$ cat src/rtl/ahb_mon_pkg.sv
package ahb_mon_pkg;

    typedef enum logic [1:0] {
        TR_IDLE   = 2'b00,
        TR_BUSY   = 2'b01,
        TR_NONSEQ = 2'b10,
        TR_SEQ    = 2'b11
    } trans_e;

    typedef enum logic [1:0] {
        RSP_OKAY  = 2'b00,
        RSP_ERROR = 2'b01,
        RSP_RETRY = 2'b10,
        RSP_SPLIT = 2'b11
    } resp_e;

    localparam logic [2:0] BU_SINGLE = 3'd0;
    localparam logic [2:0] BU_INCR   = 3'd1;
    localparam logic [2:0] BU_WRAP4  = 3'd2;
    localparam logic [2:0] BU_INCR4  = 3'd3;
    localparam logic [2:0] BU_WRAP8  = 3'd4;
    localparam logic [2:0] BU_INCR8  = 3'd5;
    localparam logic [2:0] BU_WRAP16 = 3'd6;
    localparam logic [2:0] BU_INCR16 = 3'd7;

    localparam int RULE_WAIT_TRANS = 0;
    localparam int RULE_WAIT_ADDR  = 1;
    localparam int RULE_CTRL_CHG   = 2;
    localparam int RULE_BOUND      = 3;
    localparam int RULE_ALIGN      = 4;
    localparam int RULE_RST_TRANS  = 5;
    localparam int RULE_RESP_IDLE  = 6;
    localparam int RULE_BUSY_END   = 7;
    localparam int RULE_RESTART    = 8;
    localparam int RULE_NO_BURST   = 9;
    localparam int RULE_SEQ_ADDR   = 10;
    localparam int NUM_RULES       = 11;

    typedef struct packed {
        logic [2:0] size;
        logic [3:0] prot;
        logic       write;
        logic [2:0] burst;
    } ctrl_t;

    // Number of beats in a burst code; 0 stands for undefined length.
    function automatic logic [4:0] beats_of(input logic [2:0] code);
        logic [4:0] n;
        unique case (code)
            BU_SINGLE:          n = 5'd1;
            BU_INCR:            n = 5'd0;
            BU_WRAP4, BU_INCR4: n = 5'd4;
            BU_WRAP8, BU_INCR8: n = 5'd8;
            default:            n = 5'd16;
        endcase
        return n;
    endfunction

    function automatic logic is_wrap(input logic [2:0] code);
        return (code == BU_WRAP4) || (code == BU_WRAP8) || (code == BU_WRAP16);
    endfunction

    function automatic logic is_sr(input logic [1:0] resp);
        return (resp == RSP_RETRY) || (resp == RSP_SPLIT);
    endfunction

endpackage

$ cat src/rtl/ahb_mon_burst.sv
module ahb_mon_burst
    import ahb_mon_pkg::*;
#(
    parameter int ADDR_W     = 32,
    parameter int BOUND_LOG2 = 10
) (
    input  logic              clk,
    input  logic              rst_n,
    input  logic [1:0]        htrans_i,
    input  logic [ADDR_W-1:0] haddr_i,
    input  ctrl_t             ctrl_i,
    input  logic              hready_i,
    output logic              v_ctrl_o,
    output logic              v_bound_o,
    output logic              v_busy_end_o,
    output logic              v_no_burst_o,
    output logic              v_seq_addr_o
);

    localparam int HI_W = ADDR_W - BOUND_LOG2;

    typedef enum logic [1:0] {
        BS_IDLE,
        BS_UNDEF,
        BS_FIXED,
        BS_DONE
    } bstate_e;

    bstate_e           state_q, state_d;
    ctrl_t             ctrl_q;
    logic [ADDR_W-1:0] last_q;
    logic [HI_W-1:0]   start_hi_q;
    logic [4:0]        beat_q;

    trans_e            tr;
    logic              accept;
    logic              open_burst;
    logic [ADDR_W-1:0] step;
    logic [ADDR_W-1:0] wrap_mask;
    logic [ADDR_W-1:0] next_addr;

    assign tr         = trans_e'(htrans_i);
    assign accept     = rst_n && hready_i;
    assign open_burst = (state_q == BS_UNDEF) || (state_q == BS_FIXED);
    assign step       = ADDR_W'(1) << ctrl_q.size;
    assign wrap_mask  = (ADDR_W'(beats_of(ctrl_q.burst)) * step) - ADDR_W'(1);
    assign next_addr  = is_wrap(ctrl_q.burst)
                      ? ((last_q & ~wrap_mask) | ((last_q + step) & wrap_mask))
                      : (last_q + step);

    // Next-state logic
    always_comb begin
        state_d = state_q;
        if (hready_i) begin
            unique case (tr)
                TR_IDLE: state_d = BS_IDLE;
                TR_NONSEQ: begin
                    if (ctrl_i.burst == BU_SINGLE)    state_d = BS_DONE;
                    else if (ctrl_i.burst == BU_INCR) state_d = BS_UNDEF;
                    else                              state_d = BS_FIXED;
                end
                TR_SEQ: begin
                    if (state_q == BS_FIXED && (beat_q + 5'd1) == beats_of(ctrl_q.burst))
                        state_d = BS_DONE;
                end
                default: state_d = state_q;
            endcase
        end
    end

    // State and context registers
    always_ff @(posedge clk) begin
        if (!rst_n) begin
            state_q    <= BS_IDLE;
            ctrl_q     <= '0;
            last_q     <= '0;
            start_hi_q <= '0;
            beat_q     <= '0;
        end else begin
            state_q <= state_d;
            if (hready_i && tr == TR_NONSEQ) begin
                ctrl_q     <= ctrl_i;
                last_q     <= haddr_i;
                start_hi_q <= haddr_i[ADDR_W-1:BOUND_LOG2];
                beat_q     <= 5'd1;
            end else if (hready_i && tr == TR_SEQ && open_burst) begin
                last_q <= haddr_i;
                beat_q <= beat_q + 5'd1;
            end
        end
    end

    // Output (violation) logic
    always_comb begin
        v_ctrl_o     = 1'b0;
        v_bound_o    = 1'b0;
        v_busy_end_o = 1'b0;
        v_no_burst_o = 1'b0;
        v_seq_addr_o = 1'b0;
        if (accept) begin
            unique case (state_q)
                BS_IDLE: v_no_burst_o = (tr == TR_SEQ) || (tr == TR_BUSY);
                BS_DONE: begin
                    v_no_burst_o = (tr == TR_SEQ);
                    v_busy_end_o = (tr == TR_BUSY);
                end
                default: begin
                    v_ctrl_o     = ((tr == TR_SEQ) || (tr == TR_BUSY)) && (ctrl_i != ctrl_q);
                    v_bound_o    = (tr == TR_SEQ) && (haddr_i[ADDR_W-1:BOUND_LOG2] != start_hi_q);
                    v_seq_addr_o = (tr == TR_SEQ) && (haddr_i != next_addr);
                end
            endcase
        end
    end

    a_r10_open_after_nonseq: assert property (@(posedge clk) disable iff (!rst_n)
        ($past(rst_n) && $past(hready_i) && $past(htrans_i) == TR_NONSEQ
         && $past(ctrl_i.burst) != BU_SINGLE)
        |-> (state_q == BS_UNDEF || state_q == BS_FIXED));

    a_r8_single_is_done: assert property (@(posedge clk) disable iff (!rst_n)
        ($past(rst_n) && $past(hready_i) && $past(htrans_i) == TR_NONSEQ
         && $past(ctrl_i.burst) == BU_SINGLE)
        |-> (state_q == BS_DONE));

endmodule

$ cat src/rtl/ahb_mon_resp.sv
module ahb_mon_resp
    import ahb_mon_pkg::*;
(
    input  logic       clk,
    input  logic       rst_n,
    input  logic [1:0] htrans_i,
    input  logic       hready_i,
    input  logic [1:0] hresp_i,
    output logic       v_resp_idle_o,
    output logic       v_restart_o
);

    typedef enum logic [1:0] {
        RS_NONE,
        RS_HALF,
        RS_PEND
    } rstate_e;

    rstate_e st_q, st_d;
    trans_e  tr;
    logic    first_cycle;

    assign tr          = trans_e'(htrans_i);
    assign first_cycle = !hready_i && is_sr(hresp_i);

    always_comb begin
        st_d = st_q;
        if (first_cycle) begin
            st_d = RS_HALF;
        end else begin
            unique case (st_q)
                RS_HALF: st_d = RS_PEND;
                RS_PEND: if (hready_i && tr != TR_IDLE) st_d = RS_NONE;
                default: st_d = RS_NONE;
            endcase
        end
    end

    always_ff @(posedge clk) begin
        if (!rst_n) st_q <= RS_NONE;
        else        st_q <= st_d;
    end

    always_comb begin
        v_resp_idle_o = 1'b0;
        v_restart_o   = 1'b0;
        if (rst_n && hready_i) begin
            unique case (st_q)
                RS_HALF: v_resp_idle_o = (tr != TR_IDLE);
                RS_PEND: v_restart_o   = (tr == TR_SEQ) || (tr == TR_BUSY);
                default: ;
            endcase
        end
    end

    a_r7_half_after_stall: assert property (@(posedge clk) disable iff (!rst_n)
        (st_q == RS_HALF) |-> ($past(!hready_i) && is_sr($past(hresp_i))));

    a_r9_pend_after_half: assert property (@(posedge clk) disable iff (!rst_n)
        ($past(rst_n) && $past(st_q) == RS_HALF
         && !($past(!hready_i) && is_sr($past(hresp_i))))
        |-> (st_q == RS_PEND));

endmodule

$ cat src/rtl/ahb_mon_wait.sv
module ahb_mon_wait
    import ahb_mon_pkg::*;
#(
    parameter int ADDR_W = 32
) (
    input  logic              clk,
    input  logic              rst_n,
    input  logic [1:0]        htrans_i,
    input  logic [ADDR_W-1:0] haddr_i,
    input  logic [2:0]        hsize_i,
    input  logic              hready_i,
    input  logic [1:0]        hresp_i,
    output logic              v_wait_trans_o,
    output logic              v_wait_addr_o,
    output logic              v_align_o
);

    trans_e            prev_tr_q;
    logic [ADDR_W-1:0] prev_addr_q;
    logic              prev_rdy_q;
    logic [1:0]        prev_resp_q;

    trans_e            tr;
    logic              exempt;
    logic [ADDR_W-1:0] align_mask;

    assign tr         = trans_e'(htrans_i);
    assign exempt     = (prev_resp_q != RSP_OKAY) || (hresp_i != RSP_OKAY);
    assign align_mask = (ADDR_W'(1) << hsize_i) - ADDR_W'(1);

    always_ff @(posedge clk) begin
        if (!rst_n) begin
            prev_tr_q   <= TR_IDLE;
            prev_addr_q <= '0;
            prev_rdy_q  <= 1'b1;
            prev_resp_q <= RSP_OKAY;
        end else begin
            prev_tr_q   <= tr;
            prev_addr_q <= haddr_i;
            prev_rdy_q  <= hready_i;
            prev_resp_q <= hresp_i;
        end
    end

    always_comb begin
        v_wait_trans_o = rst_n && !prev_rdy_q && !exempt
                       && (prev_tr_q == TR_NONSEQ || prev_tr_q == TR_SEQ)
                       && (tr != prev_tr_q);
        v_wait_addr_o  = rst_n && !prev_rdy_q && !exempt
                       && (prev_tr_q != TR_IDLE)
                       && (haddr_i != prev_addr_q);
        v_align_o      = rst_n && ((haddr_i & align_mask) != '0);
    end

endmodule

$ cat src/rtl/ahb_rule_monitor.sv
module ahb_rule_monitor
    import ahb_mon_pkg::*;
#(
    parameter int ADDR_W     = 32,
    parameter int BOUND_LOG2 = 10
) (
    input  logic              clk,
    input  logic              rst_n,
    input  logic              clr_i,
    input  logic [1:0]        htrans_i,
    input  logic [ADDR_W-1:0] haddr_i,
    input  logic [2:0]        hburst_i,
    input  logic [2:0]        hsize_i,
    input  logic [3:0]        hprot_i,
    input  logic              hwrite_i,
    input  logic              hready_i,
    input  logic [1:0]        hresp_i,
    output logic [10:0]       flags_o
);

    logic [NUM_RULES-1:0] flags_q;
    logic [NUM_RULES-1:0] viol;
    ctrl_t                ctrl;

    assign ctrl = '{size: hsize_i, prot: hprot_i, write: hwrite_i, burst: hburst_i};

    ahb_mon_burst #(
        .ADDR_W     (ADDR_W),
        .BOUND_LOG2 (BOUND_LOG2)
    ) u_burst (
        .clk          (clk),
        .rst_n        (rst_n),
        .htrans_i     (htrans_i),
        .haddr_i      (haddr_i),
        .ctrl_i       (ctrl),
        .hready_i     (hready_i),
        .v_ctrl_o     (viol[RULE_CTRL_CHG]),
        .v_bound_o    (viol[RULE_BOUND]),
        .v_busy_end_o (viol[RULE_BUSY_END]),
        .v_no_burst_o (viol[RULE_NO_BURST]),
        .v_seq_addr_o (viol[RULE_SEQ_ADDR])
    );

    ahb_mon_resp u_resp (
        .clk           (clk),
        .rst_n         (rst_n),
        .htrans_i      (htrans_i),
        .hready_i      (hready_i),
        .hresp_i       (hresp_i),
        .v_resp_idle_o (viol[RULE_RESP_IDLE]),
        .v_restart_o   (viol[RULE_RESTART])
    );

    ahb_mon_wait #(
        .ADDR_W (ADDR_W)
    ) u_wait (
        .clk            (clk),
        .rst_n          (rst_n),
        .htrans_i       (htrans_i),
        .haddr_i        (haddr_i),
        .hsize_i        (hsize_i),
        .hready_i       (hready_i),
        .hresp_i        (hresp_i),
        .v_wait_trans_o (viol[RULE_WAIT_TRANS]),
        .v_wait_addr_o  (viol[RULE_WAIT_ADDR]),
        .v_align_o      (viol[RULE_ALIGN])
    );

    // The reset rule is judged by the top itself while the trackers are held.
    assign viol[RULE_RST_TRANS] = 1'b0;

    always_ff @(posedge clk) begin
        if (!rst_n) begin
            flags_q                 <= '0;
            flags_q[RULE_RST_TRANS] <= (flags_q[RULE_RST_TRANS] & ~clr_i)
                                     | (htrans_i != TR_IDLE);
        end else if (clr_i) begin
            flags_q <= '0;
        end else begin
            flags_q <= flags_q | viol;
        end
    end

    assign flags_o = flags_q;

    a_r12_sticky: assert property (@(posedge clk) disable iff (!rst_n)
        !$past(clr_i) |-> ((flags_o & $past(flags_o)) == $past(flags_o)));

    a_r12_clear: assert property (@(posedge clk) disable iff (!rst_n)
        ($past(clr_i) && $past(rst_n)) |-> (flags_o == '0));

endmodule

$ cat config.mk
export PLATFORM = sky130hd
export DESIGN_NAME = ahb_rule_monitor
export DESIGN_NICKNAME = d
export VERILOG_FILES = /design/src/rtl/ahb_mon_pkg.sv /design/src/rtl/ahb_mon_burst.sv /design/src/rtl/ahb_mon_resp.sv /design/src/rtl/ahb_mon_wait.sv /design/src/rtl/ahb_rule_monitor.sv
export SDC_FILE = /design/constraint.sdc
export NUM_CORES = 1
export LEC_CHECK = 0
export ABC_CLOCK_PERIOD_IN_PS = 5350
export BUFFER_PORTS_ARGS = -buffer_cell sky130_fd_sc_hd__clkbuf_2
export CAP_MARGIN = 20
export CORE_MARGIN = 10
export CORE_UTILIZATION = 45
export DETAILED_ROUTE_END_ITERATION = 8
export PLACE_DENSITY_LB_ADDON = 0.08
export SLEW_MARGIN = 20
export SYNTH_ARGS = -nofsm -noshare
export SYNTH_HDL_FRONTEND = slang
export SYNTH_SLANG_ARGS = --single-unit
$ cat constraint.sdc
create_clock -name clk -period 5.35 [get_ports clk]
set_input_delay 0.535 -clock clk [delete_from_list [all_inputs] [get_ports clk]]
set_output_delay 0.535 -clock clk [all_outputs]
set_load 0.01 [all_outputs]
==> results <==
- The kind of start point of the critical path is a register.
- The post-detailed-placement half-perimeter wirelength is ~18000 µm.
- The number of nets produced by synthesis is between 1000 and 1500.
- The clock latency reported for the late side of the worst-skew pair is 0.41 ns.
- The starting utilization of the core area is 45.71%.
- The parity-gate share of the synthesized area counting xor and xnor cells is 11.68%.
- For the pin with the worst max-slew slack, the measured transition is between 0.9 and 1 ns.
- The count of buffers added on input and output ports is 61.
- The clock tree from TritonCTS is yes.
- The slowest library cell on the worst path is sky130_fd_sc_hd__fa_1.
- Counting tap cells, the placed design contains a total of 1356 instances.
- The count of clock tree sinks is roughly 120.
- Between clock sinks in the finished design, the worst skew comes to 0.006251 ns.
- The number of nets in the layout is 1263.
- The detailed router finished its first iteration with ~520 violations.
- The last weighted congestion value of the routability-driven placer is 0.9076.
- The CTS buffer count is 17.
- The cell row count is 50.
- The final-report hold violation count is 0.
- The post-route antenna net violation count is 0.
- The number of global-route vias before repair is 7149.
- The proportion of synthesized area in mux cells is 0.9366%.
- Setup repair after global routing could not meet its margin everywhere.
- The count of antenna diodes in the layout is 0.
- The count of flip-flops with a built-in enable after synthesis is 1.
- For this run the aggregate overflow at the end of global routing stands at 0.
- STA puts the critical path data required time at 5.63 ns.
- The run finished with clean final reports.
- In this run, synthesis produced a sequential element count of 122.
- After detailed routing, the average wire length per cell comes to 16.95 µm.
- Entering global routing, the biggest net connects 111 pins.
- Based on the critical path, the design can be clocked at up to just under 200 MHz.
- After routing the design area is 10070 µm².
- Together, buffers and inverters on the worst path number 3.
- Leaving out fill and tap cells, the most frequent cell in the layout is sky130_fd_sc_hd__nand2_1.
- The internal power summed over all cells is around 1.9 mW.
- The area of the mapped netlist is 8549 µm².
- The final layout contains routed wiring with a total length of 23630 µm.
- The number of distinct library cell variants in the gate-level netlist after synthesis is 75.
- Along the worst path, the maximum fanout reaches 8.
- The sequential cell fraction of total power is 37.0%.
- After clock tree synthesis, the clock-pin slew on the worst setup and hold paths is roughly 0.060 ns.
- After synthesis, the cell types taking the most area are sky130_fd_sc_hd__dfxtp_1, sky130_fd_sc_hd__ha_1, sky130_fd_sc_hd__xor2_1.
- The adder and majority gate portion of the synthesized area is 10.74%.
- Traced cell by cell, the critical path runs through or3_4 -> nor2_4 -> ha_1 -> inv_2 -> fa_1 -> fa_1 -> inv_2 -> ha_4 -> buf_4 -> nand3_1 -> o211ai_2 -> o311a_4 -> a31oi_1 -> o21a_1 -> ha_1 -> nor2_1 -> or4_1 -> xor2_1 -> mux2i_1 -> a211oi_2 -> nand4_1 -> nor4_2 -> nor3_1.
- The static leakage is 4.213 nW.
- Counting flops with an async set or reset pin after synthesis yields a share of 0%.
- The synthesized design devotes to its leading area cell type 28.33% of total area.
- The vertical die dimension is 157.8 µm.
- The net switching share of the total power is 27.82%.
- The setup-violating endpoint count in the final report is 0.
- The signal arrival time at the worst endpoint is about 5.5 ns.
- Before antenna repair, the detailed router went through 5 iterations.
- The final period demand of the worst path is 5.196 ns.
- In the layout the commonest cells are sky130_fd_sc_hd__nand2_1, sky130_fd_sc_hd__dfxtp_1, sky130_fd_sc_hd__nor2_1.
- The fraction of the cycle the final worst path needs is 97.12%.
- For this run, the number of Yosys warnings is 0.
- The master cell of the clock root buffer is sky130_fd_sc_hd__clkbuf_16.
- The cell family contributing the most delay on the critical path is simple AND/OR/NAND/NOR gates.
- In this run the count of I/O pins placed on the die edge is 62.
- The number of remaining DRC errors is 0.
- The setup path with the least slack is of type register to register.
- The die covers ~25000 µm².
- The level count of the clock H-tree is 4.
- The largest family of logic cells by synthesized area is simple AND/OR/NAND/NOR gates.
- The largest stage delay on the critical path is 0.50 ns.
- Across the VDD grid, the largest voltage drop is 0.2155 mV.
- Excluding fillers, the count of instances in the completed layout stands at ~1400.
- Timing analysis after detailed placement gives a worst setup slack of -0.3046 ns.
- The fraction of the mapped netlist area in compound gates is 16.26%.
- The worst-case headroom to the max-slew limit is 37.81%.
- The switching power of the nets is 0.7362 mW.
- In the synthesized netlist, the number of instances is 1089.
- The clock network is responsible for approximately 45% of the overall power.
- The classification of the worst-slack hold path is input pin to register.
- The utilization after layout is a little over half.
- Dividing the synthesized area by the synthesized cell count gives just under 8 µm².
- Dividing the detail-routed via count by the number of cells gives between 5 and 6.
- The synthesis-to-finish area growth is 17.83%.
- The number of fill cells in the layout is approximately 1800.
- Summing the areas of all and, or, nand and nor instances in the mapped netlist gives between 20% and 30% of the synthesized area.
- The global-route wire length before repair is roughly 37000 µm.
- Cells with a size suffix above 1 make up 17.84% of the layout.
- The total via count after detailed routing is 7374.
- The primary flip-flop cell chosen by synthesis mapping is sky130_fd_sc_hd__dfxtp_1.
- The number of max-slew violations in the final report was 0.
- Across the run, the number of max-cap violations was 0.
- The total negative setup slack is 0 ns.
- The logic gate share of total power is between 10% and 20%.
- The area of the core is 18710 µm².
- Power spread over the standard cell area amounts to 262.7 nW/µm².
- For this run, the register share of the synthesized area comes to 28.68%.
- The number of antenna violations at the first check in global routing is 0.
- Of all cell types, the one taking the most synthesized area is sky130_fd_sc_hd__dfxtp_1.
- The post-route worst setup slack is 0.1542 ns.
- The die is between 150 and 200 µm wide.
- STA classifies the critical path endpoint as a register.
- For this run, the total global-route usage over all layers was measured as a little under a fifth.
- The post-placement cell area is 9185 µm².
- The maximum count of clock buffers along a single path is 2.
==> layer usage <==
layer / vias to the layer above / global-route usage (%) / part of all wire [%]
li1: 3807 / - / -
met1: 3400 / 26.19 / 49
met2: 144 / 29.86 / 46
met3: 23 / 3.121 / 3.8
met4: 0 / 5.209 / 1.5
met5: - / 0 / 0
==> cells by family after synthesis <==
logic type,Yosys count
flip-flops,122
buffers and inverters,132
AND/OR/NAND/NOR,448
adder cells (fa/ha/maj),65
XOR/XNOR,114
AO/OA/AOI/OAI,200
multiplexers,8
==> cells in the mapped netlist (all sizes together) (4+ instances only) <==
| cell type | count |
|---|---|
| and3 | 11 |
| xor2 | 71 |
| a21boi | 46 |
| fa | 14 |
| mux2i | 8 |
| xnor2 | 43 |
| o211ai | 8 |
| or3 | 5 |
| nor3 | 17 |
| o31ai | 4 |
| nor2b | 14 |
| nand4 | 15 |
| nand2b | 20 |
| a211oi | 7 |
| nand3 | 27 |
| buf | 9 |
| a2111oi | 5 |
| clkbuf | 62 |
| ha | 51 |
| nand2 | 147 |
| o21bai | 4 |
| dfxtp | 121 |
| a21oi | 28 |
| inv | 61 |
| nor2 | 101 |
| or4 | 5 |
| o21ai | 47 |
| nor4 | 23 |
| a21o | 7 |
| and2 | 45 |
| a31oi | 17 |
==> power by group through the flow <==
stage               sequential (mW)  combinational, mW  clock [mW]
detailed placement            0.999              0.441           0
global route                  0.984              0.527        1.25
global placement              0.999              0.439           0
CTS                           0.979              0.446        1.21
floorplan                     0.992              0.301           0
finish                        0.980              0.477        1.19
==> path summary, 6_finish.rpt <==
kind	startpoint	end	slack (ns)	cells after the start
hold / removal	hresp_i[0]	u_wait.prev_resp_q[0]	0.35	2
setup / recovery	u_burst.ctrl_q[1]	flags_o[10]	0.15	23
hold reg to reg	flags_o[1]	flags_o[1]	0.45	2
setup reg to reg	u_burst.ctrl_q[1]	flags_o[10]	0.15	23
==> layout make-up <==
| type | instances | area [µm²] | share of cell area (%) |
|---|---|---|---|
| Clock inverter | 13 | 163.9 | 1.627 |
| Sequential cell | 122 | 2460 | 24.42 |
| Inverter | 61 | 231.5 | 2.298 |
| Multi-Input combinational cell | 835 | 5806 | 57.63 |
| Clock buffer | 19 | 442.9 | 4.397 |
| Timing Repair Buffer | 110 | 676.9 | 6.720 |
| Tap cell | 234 | 292.8 | 2.906 |
==> metrics by stage <==
step                      hold WS [ns]  power (mW)
after CTS                       0.3421       2.636
final                           0.3549       2.646
after global routing            0.3470       2.759
after global placement          0.4365       1.438
after floorplan                 0.4453       1.293
after detailed placement        0.4432       1.440
==> repair_timing <==
action / 4_1_cts / 5_1_grt
pin swaps: 1 / 35
endpoints found under the setup margin: 1 / 1
resized for setup: 5 / 55
hold buffers: 0 / 0
setup buffers: 0 / 6
==> flip-flops by register name (all words and copies together), names as in the netlist <==
signal	count
u_burst.last_q	32
u_wait.prev_addr_q	32
u_burst.start_hi_q	22
u_wait.prev_rdy_q	1
u_wait.prev_tr_q	2
u_resp.st_q	2
u_burst.ctrl_q	11
u_burst.beat_q	5
u_wait.prev_resp_q	2
flags_o	11
u_burst.state_q	2
No activity file was read; power rests on OpenSTA's default activity.
